==> config.mk <==
export PLATFORM = sky130hd
export DESIGN_NAME = edge_frame_decoder
export DESIGN_NICKNAME = d
export VERILOG_FILES = /design/src/rtl/edf_pkg.sv /design/src/rtl/edf_bit_slicer.sv /design/src/rtl/edf_frame_check.sv /design/src/rtl/edf_convert.sv /design/src/rtl/edge_frame_decoder.sv
export SDC_FILE = /design/constraint.sdc
export NUM_CORES = 1
export LEC_CHECK = 0
export ABC_AREA = 1
export BUFFER_PORTS_ARGS = -buffer_cell sky130_fd_sc_hd__buf_2
export CAP_MARGIN = 25
export CORE_MARGIN = 8
export CORE_UTILIZATION = 50
export CTS_BUF_LIST = sky130_fd_sc_hd__clkbuf_16
export DETAILED_ROUTE_END_ITERATION = 8
export PLACE_DENSITY = 0.69
export SLEW_MARGIN = 10
export SYNTH_ARGS = -nofsm -noshare
export SYNTH_HDL_FRONTEND = slang
export SYNTH_SLANG_ARGS = --single-unit
==> constraint.sdc <==
create_clock -name clk_i -period 7.7 [get_ports clk_i]
set_input_delay 0.77 -clock clk_i [delete_from_list [all_inputs] [get_ports clk_i]]
set_output_delay 0.77 -clock clk_i [all_outputs]
set_load 0.005 [all_outputs]
==> src/rtl/edf_pkg.sv <==
package edf_pkg;
  localparam int FRAME_BITS = 40;

  typedef enum logic [2:0] {
    ST_IDLE,
    ST_FETCH,
    ST_CHECK,
    ST_CONVERT,
    ST_DONE,
    ST_ERR
  } edf_state_e;

  typedef struct packed {
    logic [7:0] hum_hi;
    logic [7:0] hum_lo;
    logic [7:0] tmp_hi;
    logic [7:0] tmp_lo;
    logic [7:0] csum;
  } edf_frame_t;
endpackage

==> src/rtl/edf_bit_slicer.sv <==
module edf_bit_slicer #(
  parameter int TS_W      = 32,
  parameter int THRESH_NS = 49000
) (
  input  logic [TS_W-1:0] ts_rise_i,
  input  logic [TS_W-1:0] ts_fall_i,
  input  logic            lvl_rise_i,
  output logic            bit_o,
  output logic            sync_ok_o
);
  logic [TS_W-1:0] high_time;

  // modular difference tolerates timestamp wrap
  assign high_time = ts_fall_i - ts_rise_i;
  assign bit_o     = high_time > TS_W'(THRESH_NS);
  assign sync_ok_o = lvl_rise_i;
endmodule

==> src/rtl/edf_frame_check.sv <==
module edf_frame_check
  import edf_pkg::*;
(
  input  edf_frame_t frame_i,
  output logic       csum_ok_o
);
  logic [7:0] sum;

  always_comb begin
    sum = frame_i.hum_hi + frame_i.hum_lo + frame_i.tmp_hi + frame_i.tmp_lo;
    csum_ok_o = (sum == frame_i.csum);
  end
endmodule

==> src/rtl/edf_convert.sv <==
module edf_convert
  import edf_pkg::*;
#(
  parameter int OUT_W = 32
) (
  input  edf_frame_t              frame_i,
  output logic                    fmt_ok_o,
  output logic signed [OUT_W-1:0] temp_o,
  output logic signed [OUT_W-1:0] hum_o
);
  localparam int WIDE_SCALE   = 100;
  localparam int NARROW_SCALE = 1000;
  localparam int WIDE_HUM_MAX = 4;

  logic                    wide_fmt, narrow_fmt;
  logic [OUT_W-1:0]        hum_raw, tmp_mag;
  logic signed [OUT_W-1:0] tmp_wide;

  assign wide_fmt   = frame_i.hum_hi < 8'(WIDE_HUM_MAX);
  assign narrow_fmt = !wide_fmt && (frame_i.hum_lo == 8'd0) && (frame_i.tmp_lo == 8'd0);
  assign fmt_ok_o   = wide_fmt || narrow_fmt;

  always_comb begin
    hum_raw  = OUT_W'({frame_i.hum_hi, frame_i.hum_lo}) * OUT_W'(WIDE_SCALE);
    tmp_mag  = OUT_W'({frame_i.tmp_hi[6:0], frame_i.tmp_lo}) * OUT_W'(WIDE_SCALE);
    tmp_wide = frame_i.tmp_hi[7] ? -$signed(tmp_mag) : $signed(tmp_mag);
    if (wide_fmt) begin
      hum_o  = $signed(hum_raw);
      temp_o = tmp_wide;
    end else begin
      hum_o  = $signed(OUT_W'(frame_i.hum_hi) * OUT_W'(NARROW_SCALE));
      temp_o = $signed(OUT_W'(frame_i.tmp_hi) * OUT_W'(NARROW_SCALE));
    end
  end
endmodule

==> src/rtl/edge_frame_decoder.sv <==
module edge_frame_decoder
  import edf_pkg::*;
#(
  parameter  int TS_W      = 32,
  parameter  int THRESH_NS = 49000,
  parameter  int PREAMBLE  = 2,
  parameter  int OUT_W     = 32,
  localparam int DEPTH     = 2 * FRAME_BITS + PREAMBLE + 1,
  localparam int ADDR_W    = $clog2(DEPTH),
  localparam int CNT_W     = $clog2(DEPTH + 1)
) (
  input  logic                    clk_i,
  input  logic                    rst_ni,
  input  logic                    start_i,
  input  logic [CNT_W-1:0]        edge_cnt_i,
  output logic [ADDR_W-1:0]       rd_a_addr_o,
  input  logic [TS_W-1:0]         rd_a_ts_i,
  input  logic                    rd_a_lvl_i,
  output logic [ADDR_W-1:0]       rd_b_addr_o,
  input  logic [TS_W-1:0]         rd_b_ts_i,
  output logic signed [OUT_W-1:0] temp_o,
  output logic signed [OUT_W-1:0] hum_o,
  output logic                    done_o,
  output logic                    err_o
);
  localparam int IDX_W = $clog2(FRAME_BITS);
  localparam int OFF_W = CNT_W + 1;

  edf_state_e              state_q;
  logic [OFF_W-1:0]        off_q;
  logic [IDX_W-1:0]        idx_q;
  logic [FRAME_BITS-1:0]   frame_q;
  logic signed [OUT_W-1:0] temp_q, hum_q;

  logic [CNT_W-1:0]        cnt_eff;
  logic [OFF_W-1:0]        start_off, addr_rise;
  logic                    accept, last_bit;
  logic                    cur_bit, sync_ok, csum_ok, fmt_ok;
  logic signed [OUT_W-1:0] conv_temp, conv_hum;

  assign cnt_eff   = (edge_cnt_i > CNT_W'(DEPTH)) ? CNT_W'(DEPTH) : edge_cnt_i;
  assign start_off = OFF_W'(cnt_eff) + OFF_W'(PREAMBLE) - OFF_W'(DEPTH);
  assign accept    = start_i && (state_q == ST_IDLE || state_q == ST_DONE || state_q == ST_ERR);
  assign last_bit  = (idx_q == IDX_W'(FRAME_BITS - 1));

  assign addr_rise   = off_q + OFF_W'({idx_q, 1'b0}) + OFF_W'(1);
  assign rd_a_addr_o = addr_rise[ADDR_W-1:0];
  assign rd_b_addr_o = ADDR_W'(addr_rise + OFF_W'(1));

  edf_bit_slicer #(
    .TS_W     (TS_W),
    .THRESH_NS(THRESH_NS)
  ) u_slicer (
    .ts_rise_i (rd_a_ts_i),
    .ts_fall_i (rd_b_ts_i),
    .lvl_rise_i(rd_a_lvl_i),
    .bit_o     (cur_bit),
    .sync_ok_o (sync_ok)
  );

  edf_frame_check u_check (
    .frame_i  (edf_frame_t'(frame_q)),
    .csum_ok_o(csum_ok)
  );

  edf_convert #(
    .OUT_W(OUT_W)
  ) u_convert (
    .frame_i (edf_frame_t'(frame_q)),
    .fmt_ok_o(fmt_ok),
    .temp_o  (conv_temp),
    .hum_o   (conv_hum)
  );

  always_ff @(posedge clk_i or negedge rst_ni) begin
    if (!rst_ni) begin
      state_q <= ST_IDLE;
      off_q   <= '0;
      idx_q   <= '0;
      frame_q <= '0;
      temp_q  <= '0;
      hum_q   <= '0;
    end else if (accept) begin
      idx_q <= '0;
      if (start_off[OFF_W-1]) begin
        state_q <= ST_ERR;
      end else begin
        off_q   <= start_off;
        state_q <= ST_FETCH;
      end
    end else begin
      unique case (state_q)
        ST_FETCH: begin
          if (!sync_ok) begin
            // step back one entry, restart at bit 0
            if (off_q == '0) state_q <= ST_ERR;
            else begin
              off_q   <= off_q - OFF_W'(1);
              idx_q   <= '0;
              state_q <= ST_FETCH;
            end
          end else begin
            frame_q <= {frame_q[FRAME_BITS-2:0], cur_bit};
            if (last_bit) state_q <= ST_CHECK;
            else          idx_q   <= idx_q + IDX_W'(1);
          end
        end
        ST_CHECK: begin
          if (csum_ok && fmt_ok) state_q <= ST_CONVERT;
          else if (off_q == '0) state_q <= ST_ERR;
          else begin
            off_q   <= off_q - OFF_W'(1);
            idx_q   <= '0;
            state_q <= ST_FETCH;
          end
        end
        ST_CONVERT: begin
          temp_q  <= conv_temp;
          hum_q   <= conv_hum;
          state_q <= ST_DONE;
        end
        default: ;
      endcase
    end
  end

  assign temp_o = temp_q;
  assign hum_o  = hum_q;
  assign done_o = (state_q == ST_DONE);
  assign err_o  = (state_q == ST_ERR);
endmodule

[Word-level counts from Yosys, hierarchy flattened]
Cells that the tools add are included.
Storage, ports and cells
  bits in latches: 0
  memories: 0
  output and inout bits: 80
  input port bits: 75
  register bits after elaboration: 121
  bits in writable memories: 0
  ROM bits: 0
Cells by class
  bitwise operators: 1
  equality and inequality tests: 12
  reduce and logical (&&, ||, !) cells: 19
  magnitude comparators: 3
  multiplexer cells: 23
  $add $sub $neg: 12
  $mul: 4
  div/mod/pow operators: 0
  shifts and indexed selects: 0
Operator list (number)
  $mux W32: 2
  $mux W8: 5
  $gt A32 B16 Y1 const B: 1
  $neg A22 Y32: 1
  $sub A32 B32 Y32: 1
  $mul A8 B7 Y15 const B: 2
  $mux W6: 5
  $add A8 B8 Y8: 3
  $logic_not A8 Y1: 3
  $mux W23: 1
  $mul A16 B5 Y21 const B: 1
  $mul A15 B5 Y20 const B: 1
  $mux W3: 6
  $pmux W8 S2: 1
  $add A7 B1 Y7 const B: 2
  $pmux W6 S2: 1
  $pmux W3 S3: 1
  $add A7 B2 Y8 const B: 1
  $eq A8 B8 Y1: 1
  $lt A8 B3 Y1 const B: 1
  $ne A4 B4 Y1 const B: 2
  $sub A8 B1 Y8 const B: 1
  $sub A8 B7 Y8 const B: 1
  $add A7 B7 Y7: 1
  other kinds (19): 29

[Depth between registers and ports, before layout]
Gate-level depths: netlist of run 1.
  word-level depth: 9
  mapped depth: 23
  gate-level depth less buffers: 23

[Cells and area by module]
Synthesis of run 1 repeated with hierarchy kept, for this count alone.
Unflattened totals
  cells, all modules: 2441
  area, all modules: 16440.8 um^2
By module, submodules not included
  edf_convert: seq. area each 0.0 um^2, times used 1, cells each 1043, area an instance 7089.3 um^2
  edge_frame_decoder: seq. area each 3027.9 um^2, times used 1, cells each 675, area an instance 5664.2 um^2
  edf_bit_slicer: seq. area each 0.0 um^2, times used 1, cells each 598, area an instance 2846.5 um^2
  edf_frame_check: seq. area each 0.0 um^2, times used 1, cells each 125, area an instance 840.8 um^2

[Least setup slack after synthesis of run 1]
OpenSTA, ideal clock, no wires.
  kind: register to register
  start point: reg frame_q[32]
  end point: reg hum_q[15], in the netlist hum_o[15]
  period minus slack after synthesis: 4.081 ns
  data required time: 7.562 ns
  path buffers: 0
  stages on the path, launching flop included: 18
  arrival time: 3.942 ns
  library setup time: 0.138 ns
  setup slack: 3.619 ns
  cell sequence: dfrtp_1 -> fa_1 -> inv_1 -> fa_1 -> inv_1 -> fa_1 -> inv_1 -> fa_1 -> inv_1 -> ha_1 -> inv_1 -> nor3_1 -> a21oi_1 -> inv_1 -> a31oi_1 -> or2_2 -> nand3_1 -> a31oi_1
On the way
  cells in the longest elaborated chain, start to end: 2
  elaborated cells on any way between the ends: 4
  those cells by class: 2 x mul; 1 x order compare; 1 x mux
Ends and longest elaborated chain
  start, declared: RTL line edge_frame_decoder.sv:32  | logic [FRAME_BITS-1:0] frame_q;
  start signal, assigned: RTL line edge_frame_decoder.sv:103  | frame_q <= {frame_q[FRAME_BITS-2:0], cur_bit};
  $mul A16 B5 Y21 (tied with other cells): RTL line edf_convert.sv:24  | hum_raw = OUT_W'({frame_i.hum_hi, frame_i.hum_lo}) * OUT_W'(WIDE_SCALE);
  $mux W23 (*): RTL line edf_convert.sv:27  | if (wide_fmt) begin
  end signal, assigned: RTL line edge_frame_decoder.sv:119  | hum_q <= conv_hum;
  end, declared: RTL line edge_frame_decoder.sv:33  | logic signed [OUT_W-1:0] temp_q, hum_q;
Every way passes the cells marked *; elsewhere a longest branch is shown, timed or not.
A chain may end at the register's enable or synchronous reset.

[Worst setup path in the final report of run 1]
  start point: reg frame_q[37]
  end point: reg hum_q[15], in the netlist hum_o[15]
The elaborated chain is that of the path after synthesis.

==> impl_metrics.env, run 1 <==
export IMPL_critPathArrivalTime_ns=4.60
export IMPL_drv_cap=0
export IMPL_root_buffer="clkbuf_16"
export IMPL_leakage_uw=0.00966
export IMPL_ctsResizeCount=0
export IMPL_clkLatencyLatePin_ns=0.36
export IMPL_fin_cells=2633
export IMPL_layout_commonest_cell="nand2_1"
export IMPL_critPathLaunchType="register"
export IMPL_synth_seq_cells=108
export IMPL_path_class="register to register"
export IMPL_cp_slowest_stage_delay_ns=0.60
export IMPL_place_inst=2616
export IMPL_wl_per_cell_um=15.1
export IMPL_p_int_uw=1520
export IMPL_die_area_mm2=0.0354
export IMPL_slew_violations=0
export IMPL_core_area_mm2=0.0294
export IMPL_setup_ws_ns=3.32
export IMPL_status="complete, no violations"
export IMPL_clock_sinks=108
export IMPL_synth_top_area_share_pct=18.7
export IMPL_htreeDepth=3
export IMPL_initial_utilization_pct=50.5
export IMPL_synth_cell_types=58
export IMPL_p_sw_uw=1370
export IMPL_hp_class="primary input to async pin"
export IMPL_port_buffers=141
export IMPL_setup_viol_count_final=0
export IMPL_die_h_um=188
export IMPL_post_route_min_period_ns=4.38
export IMPL_crit_chain="inv_1 -> ha_1 -> fa_1 -> fa_1 -> inv_1 -> fa_1 -> inv_1 -> ha_1 -> inv_1 -> nor3_1 -> a21oi_1 -> inv_1 -> a31oi_1 -> or2_2 -> nand3_1 -> a31oi_1"
export IMPL_worst_pin_slew_ns=0.928
export IMPL_synth_seq_area_share_pct=18.2
export IMPL_synth_area_leader_cell="ha_1"
export IMPL_rows=63
export IMPL_syn_area_mm2=0.0148
export IMPL_fin_tns_setup_ns=0
export IMPL_dpl_hpwl_mm=32.8
export IMPL_io_pins=155
export IMPL_skew_ns=0.00858
export IMPL_yosys_top_cells_area="ha_1 19%, dfrtp_1 18%, nand2_1 14%, fa_1 11%, inv_1 9.8%"
export IMPL_vias=13600
export IMPL_seq_power_share_pct=28.8
export IMPL_async_flop_share_pct=100
export IMPL_drt_iter0_markers=938
export IMPL_rsz0062_at_grt="false"
export IMPL_synth_edf_count=0
export IMPL_ant_nets=0
export IMPL_pwr_share_comb_pct=55.3
export IMPL_dominantRegCellSynth="dfrtp_1"
export IMPL_first_pass_iters=5
export IMPL_worst_path_most_repeated_cell="inv_1"
export IMPL_hold_buffers=0
export IMPL_avgSynthCellArea_um2=7.03
export IMPL_clk_path_buf_depth=2
export IMPL_path_clk_slew_ns=0.08
export IMPL_peakVddDrop_v=0.000120
export IMPL_final_cell_mix="549 x nand2_1, 389 x inv_1, 222 x ha_1"
export IMPL_grt_pass1_vias=13400
export IMPL_reg2reg_depth=16
export IMPL_place_congestion=0.907
export IMPL_p_per_area_mw_per_mm2=178
export IMPL_postLayoutCoreUtil_pct=55.1
export IMPL_final_hold_violation_count=0
export IMPL_max_freq_mhz=229
export IMPL_dp_slack_ns=3.36
export IMPL_drt_drc_violations_left=0
export IMPL_swShare_pct=47.4
export IMPL_slew_headroom_pct=38.1
export IMPL_cts_tree="built"
export IMPL_grt_max_degree=77
export IMPL_required_ns=7.93
export IMPL_numCtsBuffers=9
export IMPL_grt_usage_pct=22.6
export IMPL_syn_to_final_growth_pct=9.19
export IMPL_clkPwrFrac_pct=15.9
export IMPL_die_w_um=188
export IMPL_gr_total_overflow=0
export IMPL_drive_gt1_share_pct=9.27
export IMPL_period_share_pct=56.8
export IMPL_end_kind="register"
export IMPL_drt_wl_total_mm=39.7
export IMPL_slowest_stage="dfrtp_1"
export IMPL_antenna_found_initial=0
export IMPL_yosys_warnings=0
export IMPL_final_net_count=2616
export IMPL_postCtsSetupRepairBufs=0
export IMPL_vias_per_cell=5.18
export IMPL_p_total_uw=2880
export IMPL_crit_fanout=8
export IMPL_grt_pass1_wl_mm=66.9
export IMPL_n_antenna_cell=0
export IMPL_syn_instance_count=2110
## stage by stage
step	instance area [µm²]	hold slack, ns
4_1_cts	16200	0.360
3_5_place_dp	15900	0.461
6_report	16200	0.347
2_1_floorplan	14900	0.472
5_1_grt	16200	0.375
3_3_place_gp	15900	0.460
## cells by family after synthesis
family | synth area share, %
simple gates | 25.9
buf+inv | 11.4
fa+ha+maj | 29.6
compound gates | 10.8
flops | 18.2
xor+xnor | 3.91
other cells | 0.0253
mux | 0.0675
## per-layer routing
| layer | GRT usage (%) | vias up | part of all wire [%] |
|---|---|---|---|
| li1 | - | 6943 | - |
| met1 | 31.2 | 6312 | 48 |
| met2 | 38.1 | 359 | 46 |
| met3 | 2.38 | 35 | 4.5 |
| met4 | 4.24 | 0 | 1.2 |
| met5 | 0 | - | 0 |
## power by group through the flow
stage          Clock (µW)  Combinational, µW  Sequential, µW
2_1_floorplan           0               1120             810
3_3_place_gp            0               1560             835
3_5_place_dp            0               1590             840
4_1_cts               467               1600             831
5_1_grt               489               1830             852
6_report              459               1590             830
## area by class of cell
| cell class | count | area [µm²] |
|---|---|---|
| Timing Repair Buffer | 146 | 766 |
| Clock inverter | 7 | 51.3 |
| Fill cell | 2871 | 13200 |
| Multi-Input combinational cell | 1579 | 10500 |
| Clock buffer | 9 | 225 |
| Tap cell | 390 | 488 |
| Sequential cell | 108 | 2700 |
| Inverter | 394 | 1480 |
## worst max-delay path, delay by kind of cell (launching register included)
kind	cells	cell delay [ns]
AO/OA/AOI/OAI	3	0.26
adder cells (fa/ha/maj)	5	2.22
buffers and inverters	5	0.56
flip-flops	1	0.60
AND/OR/NAND/NOR	3	0.60
## sequential cells by signal (all words and copies together) (netlist names)
register and count:
frame_q 40, temp_o 30, hum_o 21, off_q 8
idx_q 6, state_q 3
## synth_stat cells (all sizes together) (2+ instances only)
library cell,instances
fa,81
o2111ai,2
nand2,554
inv,394
a21o,4
nand3b,14
xnor2,32
o21ai,122
nand4,20
o21bai,6
o211ai,6
or2,10
xor2,30
a21oi,116
and2,5
nor3,27
a31oi,20
buf,17
dfrtp,108
o31ai,3
ha,222
nor4,3
a21boi,2
clkbuf,24
nand3,126
nor2,148
## path summary, 6_finish.rpt
kind	from	endpoint	slack, ns
min in group clk_i	temp_o[24]$_DFFE_PN0P_	temp_o[24]$_DFFE_PN0P_	0.48
max in group asynchronous	rst_ni	temp_o[13]$_DFFE_PN0P_	6.40
worst min-delay path	rst_ni	hum_o[14]$_DFFE_PN0P_	0.35
worst max-delay path	frame_q[37]$_DFFE_PN0P_	hum_o[15]$_DFFE_PN0P_	3.32
worst max register to register	frame_q[37]$_DFFE_PN0P_	hum_o[15]$_DFFE_PN0P_	3.32
worst min register to register	temp_o[24]$_DFFE_PN0P_	temp_o[24]$_DFFE_PN0P_	0.48
No activity file was read; power rests on OpenSTA's default activity.
==> inputs of run 2 (changes only) <==
==> constraint.sdc (replaced) <==
create_clock -name clk_i -period 4.52 [get_ports clk_i]
set_input_delay 0.452 -clock clk_i [delete_from_list [all_inputs] [get_ports clk_i]]
set_output_delay 0.452 -clock clk_i [all_outputs]
set_load 0.005 [all_outputs]
==> impl_metrics.env, run 2 (synthesized netlist as in run 1, its figures left out) <==
export IMPL_die_w_um=188
export IMPL_period_share_pct=94.6
export IMPL_slew_headroom_pct=51.3
export IMPL_vias=13700
export IMPL_layout_commonest_cell="nand2_1"
export IMPL_worst_pin_slew_ns=0.729
export IMPL_clock_sinks=108
export IMPL_rsz0062_at_grt="false"
export IMPL_clkLatencyLatePin_ns=0.37
export IMPL_status="complete, no violations"
export IMPL_max_freq_mhz=234
export IMPL_setup_ws_ns=0.243
export IMPL_crit_fanout=7
export IMPL_port_buffers=141
export IMPL_fin_tns_setup_ns=0
export IMPL_regToRegSetupSlack_ns=0.24
export IMPL_final_cell_mix="549 x nand2_1, 389 x inv_1, 222 x ha_1"
export IMPL_crit_family="adder cells"
export IMPL_fin_cells=2649
export IMPL_peakVddDrop_v=0.000191
export IMPL_grt_max_degree=74
export IMPL_syn_to_final_growth_pct=10.3
export IMPL_required_ns=4.75
export IMPL_slew_violations=0
export IMPL_grt_usage_pct=22.1
export IMPL_vias_per_cell=5.17
export IMPL_die_area_mm2=0.0354
export IMPL_final_net_count=2632
export IMPL_io_pins=155
export IMPL_p_per_area_mw_per_mm2=305
export IMPL_n_antenna_cell=0
export IMPL_swShare_pct=47.0
export IMPL_leakage_uw=0.00976
export IMPL_post_route_min_period_ns=4.28
export IMPL_dp_slack_ns=0.223
export IMPL_numCtsBuffers=9
export IMPL_final_hold_violation_count=0
export IMPL_setup_viol_count_final=0
export IMPL_end_kind="register"
export IMPL_wl_per_cell_um=14.7
export IMPL_crit_chain="fa_1 -> inv_1 -> fa_1 -> inv_1 -> fa_1 -> inv_1 -> fa_1 -> inv_1 -> ha_1 -> inv_1 -> nor3_1 -> a21oi_1 -> inv_1 -> a31oi_1 -> or2_2 -> nand3_1 -> a31oi_1"
export IMPL_seq_power_share_pct=28.3
export IMPL_largest_reg_flops=40
export IMPL_drt_iter0_markers=853
export IMPL_grt_pass1_vias=13500
export IMPL_largest_register="frame_q"
export IMPL_drive_gt1_share_pct=10.0
export IMPL_core_area_mm2=0.0294
export IMPL_antenna_found_initial=0
export IMPL_gr_total_overflow=0
export IMPL_clkPwrFrac_pct=17.1
export IMPL_dpl_hpwl_mm=32.2
export IMPL_ant_nets=0
export IMPL_drv_cap=0
export IMPL_place_congestion=0.921
export IMPL_path_clk_slew_ns=0.08
export IMPL_place_inst=2631
export IMPL_path_class="register to register"
export IMPL_pwr_share_comb_pct=54.6
export IMPL_cp_num_buf_inv=6
export IMPL_p_sw_uw=2340
export IMPL_critPathLaunchType="register"
export IMPL_drt_wl_total_mm=38.8
export IMPL_cts_tree="built"
export IMPL_worst_path_most_repeated_cell="inv_1"
export IMPL_timing_rr_end="hum_o[15]$_DFFE_PN0P_"
export IMPL_p_total_uw=4990
export IMPL_rows=63
export IMPL_first_pass_iters=6
export IMPL_htreeDepth=3
export IMPL_slowest_stage="fa_1"
export IMPL_grt_pass1_wl_mm=65.8
export IMPL_skew_ns=0.0143
export IMPL_cp_slowest_stage_delay_ns=0.55
export IMPL_worstReg2RegStart="frame_q[33]$_DFFE_PN0P_"
export IMPL_die_h_um=188
export IMPL_p_int_uw=2650
export IMPL_reg2reg_depth=17
export IMPL_clk_path_buf_depth=2
export IMPL_hp_class="primary input to async pin"
export IMPL_critPathArrivalTime_ns=4.51
export IMPL_initial_utilization_pct=50.5
export IMPL_drt_drc_violations_left=0
export IMPL_root_buffer="clkbuf_16"
export IMPL_whs_ns=0.460
run 2: changes by cell type in the layout (fill, tap and decap cells not counted), sizes merged:
cell,previous run,this run
dlygate4sd3,0,1
buf,146,161
inv,397,398
bufinv,0,1
clkinvlp,2,0
run 2: what timing repair did:
action / in CTS / in global routing
setup buffers: 0 / 0
hold buffers: 0 / 1
setup endpoints to repair: 0 / 9
endpoints found under the hold margin: 0 / 5
gates resized for setup: 0 / 4
run 2: how the worst max path moves through the flow:
stage                                       start  depth (start not counted)                endpoint  slack (ns)
after floorplan           frame_q[32]$_DFFE_PN0P_                         17   hum_o[15]$_DFFE_PN0P_        0.44
after global placement    frame_q[33]$_DFFE_PN0P_                         18   hum_o[14]$_DFFE_PN0P_        0.32
after detailed placement  frame_q[17]$_DFFE_PN0P_                         17  temp_o[14]$_DFFE_PN0P_        0.22
after CTS                 frame_q[17]$_DFFE_PN0P_                         17  temp_o[14]$_DFFE_PN0P_        0.23
after global routing      frame_q[17]$_DFFE_PN0P_                         17  temp_o[14]$_DFFE_PN0P_       0.005
final                     frame_q[33]$_DFFE_PN0P_                         17   hum_o[15]$_DFFE_PN0P_        0.24
run 2: final cells by class:
cell class              instances  area [µm²]
multi-input cells            1579       10500
fillers                      2849       13000
clock buffers                   9         225
clock inverters                 7        81.3
well taps                     390         488
inverters                     394        1480
flip-flops and latches        108        2710
repair buffers                162         888
run 2: metal layers:
layer  vias to the layer above  wire (µm)  GRT usage [%]
met1                      6351      18700           29.5
met4                         0        744           6.06
met5                         -          0              0
met2                       337      17900           37.4
li1                       6972          -              -
met3                        42       1480           2.33
run 2: through the flow:
step	util (%)	cell area (µm²)
CTS	55.5	16300
detailed placement	54.5	16000
floorplan	-	14900
global placement	54.5	16000
finish	55.7	16400
global route	55.7	16400
run 2: power groups by stage:
stage                     logic [µW]  clock network, µW  registers, µW
after CTS                       2720                869           1410
final                           2720                854           1410
after global placement          2650                  0           1420
after detailed placement        2710                  0           1430
after global routing            3130                901           1450
after floorplan                 1910                  0           1380
